$ cat config.mk
export PLATFORM = sky130hd
export DESIGN_NAME = whiten_scrambler
export DESIGN_NICKNAME = d
export VERILOG_FILES = /design/src/rtl/whiten_pkg.sv /design/src/rtl/whiten_pn_gen.sv /design/src/rtl/whiten_mixer.sv /design/src/rtl/whiten_scrambler.sv
export SDC_FILE = /design/constraint.sdc
export NUM_CORES = 1
export LEC_CHECK = 0
export ABC_CLOCK_PERIOD_IN_PS = 1500
export CORE_UTILIZATION = 35
export DETAILED_ROUTE_END_ITERATION = 8
export SETUP_SLACK_MARGIN = 0.15
export SLEW_MARGIN = 0
export SYNTH_ARGS = -nofsm -noshare
export SYNTH_HDL_FRONTEND = slang
export SYNTH_SLANG_ARGS = --single-unit
export TNS_END_PERCENT = 1
$ cat constraint.sdc
create_clock -name clk -period 1.5 [get_ports clk]
set_input_delay 0.15 -clock clk [delete_from_list [all_inputs] [get_ports clk]]
set_output_delay 0.15 -clock clk [all_outputs]
set_load 0.02 [all_outputs]
$ cat src/rtl/whiten_pkg.sv
package whiten_pkg;

    // Generator depth; state bit i holds stage i+1
    localparam int unsigned PN_STAGES = 15;

    typedef logic [PN_STAGES-1:0] pn_state_t;

    // Seed: stages 1,4,6,8 set (stage 1 is bit 0)
    localparam pn_state_t PN_SEED = 15'b000_0000_1010_1001;

    // Feedback taps at stages 14 and 15
    localparam pn_state_t PN_TAPS = 15'b110_0000_0000_0000;

    // One serial beat of the datapath
    typedef struct packed {
        logic valid;
        logic data;
    } wbit_t;

    // Additive combination over GF(2)
    function automatic logic mix_bit(input logic d, input logic pn);
        return d ^ pn;
    endfunction

endpackage

$ cat src/rtl/whiten_pn_gen.sv
module whiten_pn_gen
    import whiten_pkg::*;
#(
    parameter int unsigned      STAGES = PN_STAGES,
    parameter logic [STAGES-1:0] SEED  = PN_SEED,
    parameter logic [STAGES-1:0] TAPS  = PN_TAPS
) (
    input  logic              clk,
    input  logic              rst,
    input  logic              load,
    input  logic              step,
    output logic              pn_bit,
    output logic [STAGES-1:0] state
);

    logic [STAGES-1:0] cur;
    logic [STAGES-1:0] nxt;

    // A reload in the same cycle as a step uses the seed directly
    assign cur    = load ? SEED : state;
    assign pn_bit = ^(cur & TAPS);

    // Shift toward the last stage, feedback enters stage 1
    for (genvar i = 0; i < STAGES; i++) begin : g_stage
        if (i == 0) begin : g_head
            assign nxt[i] = pn_bit;
        end else begin : g_tail
            assign nxt[i] = cur[i-1];
        end
    end

    always_ff @(posedge clk) begin
        if (rst) begin
            state <= SEED;
        end else if (step) begin
            state <= nxt;
        end else if (load) begin
            state <= SEED;
        end
    end

endmodule

$ cat src/rtl/whiten_mixer.sv
module whiten_mixer
    import whiten_pkg::*;
(
    input  logic  clk,
    input  logic  rst,
    input  wbit_t in_w,
    input  logic  pn_bit,
    output wbit_t out_w
);

    always_ff @(posedge clk) begin
        if (rst) begin
            out_w <= '0;
        end else begin
            out_w.valid <= in_w.valid;
            if (in_w.valid) begin
                out_w.data <= mix_bit(in_w.data, pn_bit);
            end
        end
    end

endmodule

$ cat src/rtl/whiten_scrambler.sv
module whiten_scrambler
    import whiten_pkg::*;
#(
    parameter int unsigned      STAGES = PN_STAGES,
    parameter logic [STAGES-1:0] SEED  = PN_SEED,
    parameter logic [STAGES-1:0] TAPS  = PN_TAPS
) (
    input  logic clk,
    input  logic rst,
    input  logic frame_start,
    input  logic in_valid,
    input  logic in_bit,
    output logic out_valid,
    output logic out_bit
);

    logic              pn_bit;
    logic [STAGES-1:0] gen_state;
    wbit_t             in_w;
    wbit_t             out_w;

    assign in_w.valid = in_valid;
    assign in_w.data  = in_bit;

    whiten_pn_gen #(
        .STAGES (STAGES),
        .SEED   (SEED),
        .TAPS   (TAPS)
    ) u_gen (
        .clk    (clk),
        .rst    (rst),
        .load   (frame_start),
        .step   (in_valid),
        .pn_bit (pn_bit),
        .state  (gen_state)
    );

    whiten_mixer u_mix (
        .clk    (clk),
        .rst    (rst),
        .in_w   (in_w),
        .pn_bit (pn_bit),
        .out_w  (out_w)
    );

    assign out_valid = out_w.valid;
    assign out_bit   = out_w.data;

endmodule

==> Implementation_results.wiki, run 1 <==
{| class="wikitable"
! Metric !! Value
|-
| Initial drt markers || 3
|-
| Number of flops mapped to enable cells by yosys || 0
|-
| Synth top cells by count || dfxtp_1 (17), nor2_1 (17), mux2i_1 (7), o21ai_0 (4)
|-
| Number of detailed-route iterations in the first pass || 3
|-
| Ys Warns || 0
|-
| Distinct cell type count of the synthesized netlist || 18
|-
| CTS H-tree lvls || 1
|-
| Run status || finished clean
|-
| Global-route congestion overflow total || 0
|-
| Number of max-cap violations || 0
|-
| Number of global-route vias before repair || 404
|-
| Filler cell count in the final layout || ~180
|-
| Total vias in the final route || between 400 and 500
|-
| Sequential-to-total area share from yosys stat || 0.521
|-
| Maximum clock skew at final layout || approximately 0.0021 ns
|-
| Register Area || 340 sq um
|-
| Most area-consuming cells after synthesis || dfxtp_1 (52%), mux2i_1 (11%), nor2_1 (9.8%)
|-
| Fin crit share || 0.769
|-
| Number of nets produced by synthesis || 75
|-
| Floorplan core area || about 1700 sq um
|-
| Post-CTS Setup Bufs || 0
|-
| Latest clock arrival within the worst-skew pair || 0.28 ns
|-
| Die area || slightly above 2000 sq um
|-
| Die span in x || ~45 microns
|-
| Required arrival time at the worst endpoint || 1.73 ns
|-
| Share of layout cells above drive strength 1 || 0.127
|-
| Count of nets left with antenna violations after detail routing || 0
|-
| Number of setup violations in the final report || 0
|-
| Area of the mapped netlist || 653 sq um
|-
| Ports || 7
|-
| Number of pins exceeding their max-slew limit in the final report || 0
|-
| Clock tree from TritonCTS || yes
|-
| Endpoints failing hold || 0
|-
| Clk Tree Root Cell || clkbuf_4
|-
| Share of flip-flops with an asynchronous set or reset || 0
|-
| FMAX || 0.867 GHz
|-
| Max VDD drop || roughly 430 uV
|-
| Wire length of the first global-routing pass || ~1800 microns
|-
| Antenna violations before repair || 0
|-
| Post-detailed-route wirelength per cell || 9.76 microns
|-
| GRT Resource Usage Total || 0.125
|-
| Half-perimeter wire length after detailed placement || 744 microns
|-
| Number of nets at the end of the flow || 85
|-
| Arrival @ worst endpoint || 1.38 ns
|-
| Placement row count || 15
|-
| Setup repair after global routing missed its margin || no
|-
| Share of the synthesized area in the top cell type || 0.521
|-
| Clock-pin transition on the worst setup and hold timing paths || 0.09 ns
|-
| Buffers on Ports || 6
|-
| Mean area per synthesized cell || 9.33 sq um
|-
| Number of buffers added by the clock tree synthesis step || 3
|-
| Vias per std cell || approximately 4.6
|-
| Minimum clock period after layout || 1.15 ns
|-
| Clock net sink count || 17
|-
| Wire length after detailed routing || ~1000 microns
|-
| Largest buffer count on any clock path || 2
|-
| Multi-input logic area || 283 sq um
|-
| Die span in y || 45.2 microns
|-
| Synthesized instance count || 70
|-
| Type of the setup path with the least slack || primary input to flip-flop
|-
| Antenna diode count || 0
|-
| Layout overhead on the synthesized area || 19.9%
|-
| Residual DRC || 0
|-
| Startpoint type of the worst setup path || primary input
|-
| RePlAce Congestion || roughly 0.7
|-
| Min-Delay Path Class || flip-flop to flip-flop
|-
| Cell type with the highest aggregate area in the netlist || dfxtp_1
|-
| Pin count of the biggest net entering global routing || 10
|-
| Summed negative setup slack over all endpoints || 0 ns
|-
| Critical Path Sink Type || flip-flop
|-
| Util after Layout || 0.449
|-
| Synthesis-stage register bit count || 17
|-
| Starting density of the core || 0.374
|-
| Leakage component of the power || 0.327 nW
|-
| Most used flip-flop cell after synthesis || dfxtp_1
|-
| Headroom to the max-slew limit || 0.826
|-
| Transition time at the pin with the least slew margin || 0.261 ns
|-
| Power density cells || 1020 nW/um^2
|-
| Critical path peak fanout || 9
|}
-- cell families (layout without fill, tap and decap cells) --
kind of cell    count (synthesis)  count (layout)  synth area share
simple gates                   25              25             0.167
buf+inv                         7              16            0.0460
flops                          17              17             0.521
mux                             7               7             0.107
xor+xnor                        1               1            0.0134
compound gates                 13              13             0.146
-- area by class of cell --
cell class                      count  share of cell area
Timing Repair Buffer               11               0.126
Clock buffer                        4              0.0335
Inverter                            1             0.00479
Multi-Input combinational cell     46               0.361
Sequential cell                    17               0.435
Tap cell                           25              0.0399
-- per-layer routing --
metal  share of wire  track usage  up-vias
met5               0            0        -
met2            0.43        0.171        6
met3           0.031       0.0360        4
li1                -            -      256
met4           0.024       0.0909        0
met1            0.52        0.166      212
-- power breakdown --
| group | total [mW] | switching, mW | leakage (nW) | internal (mW) |
|---|---|---|---|---|
| sequential | 0.477 | 0.00669 | 0.140 | 0.470 |
| combinational | 0.0859 | 0.0424 | 0.172 | 0.0434 |
| clock | 0.238 | 0.134 | 0.0150 | 0.103 |
-- worst paths after layout --
kind                                      start         endpoint  slack, ns  cells after the start
worst max-delay path                frame_start  u_gen.state[13]       0.35                      4
worst min-delay path             u_gen.state[1]   u_gen.state[1]       0.47                      2
worst max register to register  u_gen.state[13]   u_mix.out_w[0]       0.37                      3
worst min register to register   u_gen.state[1]   u_gen.state[1]       0.47                      2
-- through the flow --
stage                     setup slack (ns)  total power [mW]  hold WS [ns]  std cells  instance area [sq um]
after floorplan                      0.447             0.543         0.358         70                    653
after global placement              0.0491             0.575         0.453        100                    756
after detailed placement            0.0514             0.576         0.453        100                    756
after CTS                            0.148             0.816         0.472        104                    781
after global routing                 0.267             0.846         0.510        104                    783
final                                0.346             0.800         0.470        104                    783
-- cell usage in the layout (no fill, tap or decap), drive strengths merged --
cell type	netlist	layout
a211o	2	2
a211oi	2	2
a21o	1	1
a21oi	2	2
a311o	1	1
a311oi	1	1
buf	3	5
clkbuf	3	4
clkdlybuf4s50	0	4
dfxtp	17	17
dlygate4sd2	0	1
dlymetal6s2s	0	1
inv	1	1
mux2i	7	7
nand2	2	2
nor2	17	17
nor2b	3	3
o21ai	4	4
or2	1	1
or3	2	2
xnor2	1	1
-- state kept, by name, indices dropped and copies added, names as in the netlist --
signal	cells
u_mix.out_w	2
u_gen.state	15
-- critical path, stage by stage --
cell and delay [ns]:
clkdlybuf4s50_1 0.53, buf_4 0.21, or2_2 0.35, nor2_1 0.12
-- what timing repair did --
action,CTS,global route
pin swaps,0,0
resized for setup,1,1
hold buffers,0,0
endpoints found under the setup margin,2,1
Note: power is estimated with default switching activity, not from simulation.
==> run 2, diff against run 1 <==
- ABC_CLOCK_PERIOD_IN_PS: 1500 -> 1000
- clock period: 1.5 -> 1 ns (I/O delays scaled with it)
==> Implementation_results.wiki, run 2 (same netlist as run 1, synthesis figures left out) <==
{| class="wikitable"
! Metric !! Value
|-
| Run status || complete, but fails checks
|-
| Violations in the final reports || setup timing
|-
| Share of layout cells above drive strength 1 || 0.220 (+0.0929)
|-
| Switching fraction of total power || 0.234 (+0.00524)
|-
| Cell at the slowest stage of the critical path || dfxtp_2
|-
| Summed negative setup slack over all endpoints || -0.0898 ns (-0.0898 ns)
|-
| Cells after DPL || 103 (+3.0%)
|-
| Cell internal power dissipation || 931 uW (+51%)
|-
| Top delay family on crit path || flip-flops
|-
| Flip-flop count of the largest register, all copies and words added || 15 (unchanged)
|-
| Total vias in the final route || 494 (+3.3%)
|-
| FMAX || 0.918 GHz
|-
| Transition time at the pin with the least slew margin || 0.300 ns (+0.0392 ns)
|-
| Number of global-route vias before repair || 439 (+8.7%)
|-
| CP bufs+invs || 0 (-2)
|-
| Global-route congestion overflow total || 0 (unchanged)
|-
| Number of buffers added by the clock tree synthesis step || 3 (unchanged)
|-
| Wire length after detailed routing || 1070 microns (+5.5%)
|-
| CTS H-tree lvls || 1 (unchanged)
|-
| Placement row count || 15 (unchanged)
|-
| Buffers on Ports || 6 (unchanged)
|-
| Required arrival time at the worst endpoint || 1.21 ns (-0.52 ns)
|-
| GRT Resource Usage Total || 0.132 (+0.00657)
|-
| Clk Tree Root Cell || clkbuf_4
|-
| Setup repair after global routing missed its margin || yes
|-
| Number of max-cap violations || 0 (unchanged)
|-
| Critical Path Sink Type || flip-flop
|-
| Die area || 2040 sq um (unchanged)
|-
| Biggest registers after layout || u_gen.state (15), u_mix.out_w (2)
|-
| Clock power share || 0.299 (+0.002)
|-
| Clock tree from TritonCTS || yes
|-
| Largest register by flop count || u_gen.state
|-
| Maximum clock skew at final layout || 0.00459 ns (+0.00246 ns)
|-
| Combinational cell fraction of total power || 0.112 (+0.005)
|-
| Critical path peak fanout || 3 (-6)
|-
| RePlAce Congestion || 0.710 (+0.89%)
|-
| Post-detailed-route wirelength per cell || 10.0 microns (+2.6%)
|-
| Critical path, cell by cell || xnor2_2 > or3_1 > a311oi_2
|-
| Initial drt markers || 1 (-2)
|-
| Antenna violations before repair || 0 (unchanged)
|-
| Power density cells || 1490 nW/um^2 (+46%)
|-
| Hold_buf cts || 0 (unchanged)
|-
| Filler cell count in the final layout || 177 (+0.57%)
|-
| Wire length of the first global-routing pass || 1870 microns (+5.0%)
|-
| Die span in x || 45.2 microns (unchanged)
|-
| Starting density of the core || 0.374 (unchanged)
|-
| Layout overhead on the synthesized area || 24.7%
|-
| Ports || 7 (unchanged)
|-
| Startpoint type of the worst setup path || flip-flop
|-
| Final cell count without fillers || 107 (+2.9%)
|-
| Leading cell types in the layout, fill and taps excluded || nor2_1 (17), dfxtp_1 (15), buf_4 (8)
|-
| Arrival @ worst endpoint || 1.30 ns (-0.08 ns)
|-
| Most common library cell in the layout ignoring fill and taps || nor2_1
|-
| Latest clock arrival within the worst-skew pair || 0.29 ns (about the same)
|-
| Number of detailed-route iterations in the first pass || 2 (-1)
|-
| Number of setup violations in the final report || 1 (+1)
|-
| Clock-pin transition on the worst setup and hold timing paths || 0.09 ns (about the same)
|-
| Register Area || 343 sq um (+0.74%)
|-
| Vias per std cell || 4.62 (+0.45%)
|-
| Max VDD drop || 614 uV (+43%)
|-
| Setup slack after layout || -0.0898 ns (-0.436 ns)
|-
| Residual DRC || 0 (unchanged)
|-
| Type of the setup path with the least slack || flip-flop to flip-flop
|-
| Count of nets left with antenna violations after detail routing || 0 (unchanged)
|-
| Headroom to the max-slew limit || 0.800 (-0.0256)
|-
| Endpoints failing hold || 0 (unchanged)
|-
| Post-CTS Setup Bufs || 0 (unchanged)
|-
| Clock net sink count || 17 (unchanged)
|-
| Minimum clock period after layout || 1.09 ns
|-
| Worst hold margin || 0.338 ns (-0.132 ns)
|-
| Floorplan core area || 1750 sq um (unchanged)
|-
| Leakage component of the power || 0.334 nW (+2.2%)
|-
| Largest buffer count on any clock path || 2 (unchanged)
|-
| Pin count of the biggest net entering global routing || 11 (+1)
|-
| Switching pwr || 285 uW (+55%)
|-
| Number of pins exceeding their max-slew limit in the final report || 0 (unchanged)
|-
| Number of nets at the end of the flow || 88 (+3.5%)
|-
| Die span in y || 45.2 microns (unchanged)
|-
| Antenna diode count || 0 (unchanged)
|-
| Multi-input logic area || 290 sq um (+2.7%)
|-
| Fin crit share || 1.09
|-
| Min-Delay Path Class || primary input to flip-flop
|-
| Sequential group share of total power || 0.589 (-0.007)
|-
| Half-perimeter wire length after detailed placement || 807 microns (+8.5%)
|-
| Delay of the slowest cell on the worst path || 0.35 ns (-0.18 ns)
|-
| Post-placement worst setup slack || -0.442 ns (-0.493 ns)
|}
run 2: changes by cell type in the layout (fill, tap and decap cells not counted), moves of 2 or more:
cell	change
clkdlybuf4s50_1	-2
buf_6	+2
dfxtp_2	+2
buf_4	+3
dfxtp_1	-2
run 2: metal layers:
| metal | track usage | share of wire | routed length (microns) |
|---|---|---|---|
| met1 | 0.149 | 0.48 | 509 |
| met2 | 0.206 | 0.45 | 484 |
| met3 | 0.0600 | 0.049 | 52 |
| met4 | 0.0727 | 0.024 | 26 |
| met5 | 0 | 0 | 0 |
run 2: power by group through the flow:
stage / Clock, mW / Combinational (mW) / Sequential, mW
global placement: 0 / 0.138 / 0.731
floorplan: 0 / 0.0795 / 0.735
detailed placement: 0 / 0.140 / 0.731
CTS: 0.388 / 0.139 / 0.716
finish: 0.364 / 0.136 / 0.716
global route: 0.413 / 0.151 / 0.719
run 2: stage by stage:
stage,util,power (mW),area (sq um)
finish,0.467,1.22,815
global route,0.467,1.28,815
CTS,0.462,1.24,807
detailed placement,0.446,0.871,778
global placement,0.446,0.869,778
floorplan,-,0.814,653
run 2: layout make-up:
class / instances / area share
Timing Repair Buffer: 14 / 0.147
Sequential cell: 17 / 0.421
Clock buffer: 4 / 0.0323
Inverter: 1 / 0.00461
Tap cell: 25 / 0.0384
Multi-Input combinational cell: 46 / 0.356
run 2: final timing paths:
path	slack, ns	from	cells past startpoint	to
setup reg to reg	-0.09	u_gen.state[14]	3	u_mix.out_w[0]
hold reg to reg	0.46	u_gen.state[1]	2	u_gen.state[1]
setup / recovery	-0.09	u_gen.state[14]	3	u_mix.out_w[0]
hold / removal	0.34	in_valid	3	u_gen.state[0]
run 2: what timing repair did:
item / 4_1_cts / 5_1_grt
cloned: 0 / 0
pin swaps: 1 / 0
endpoints found under the setup margin: 18 / 15
resized for setup: 16 / 1
run 2: tightest hold or removal path: cells and delay by family:
| family | cells | cell delay (ns) |
|---|---|---|
| AOI/OAI and AO/OA | 1 | 0.09 |
| buffers and inverters | 1 | 0.27 |
| and+or+nand+nor | 1 | 0.13 |
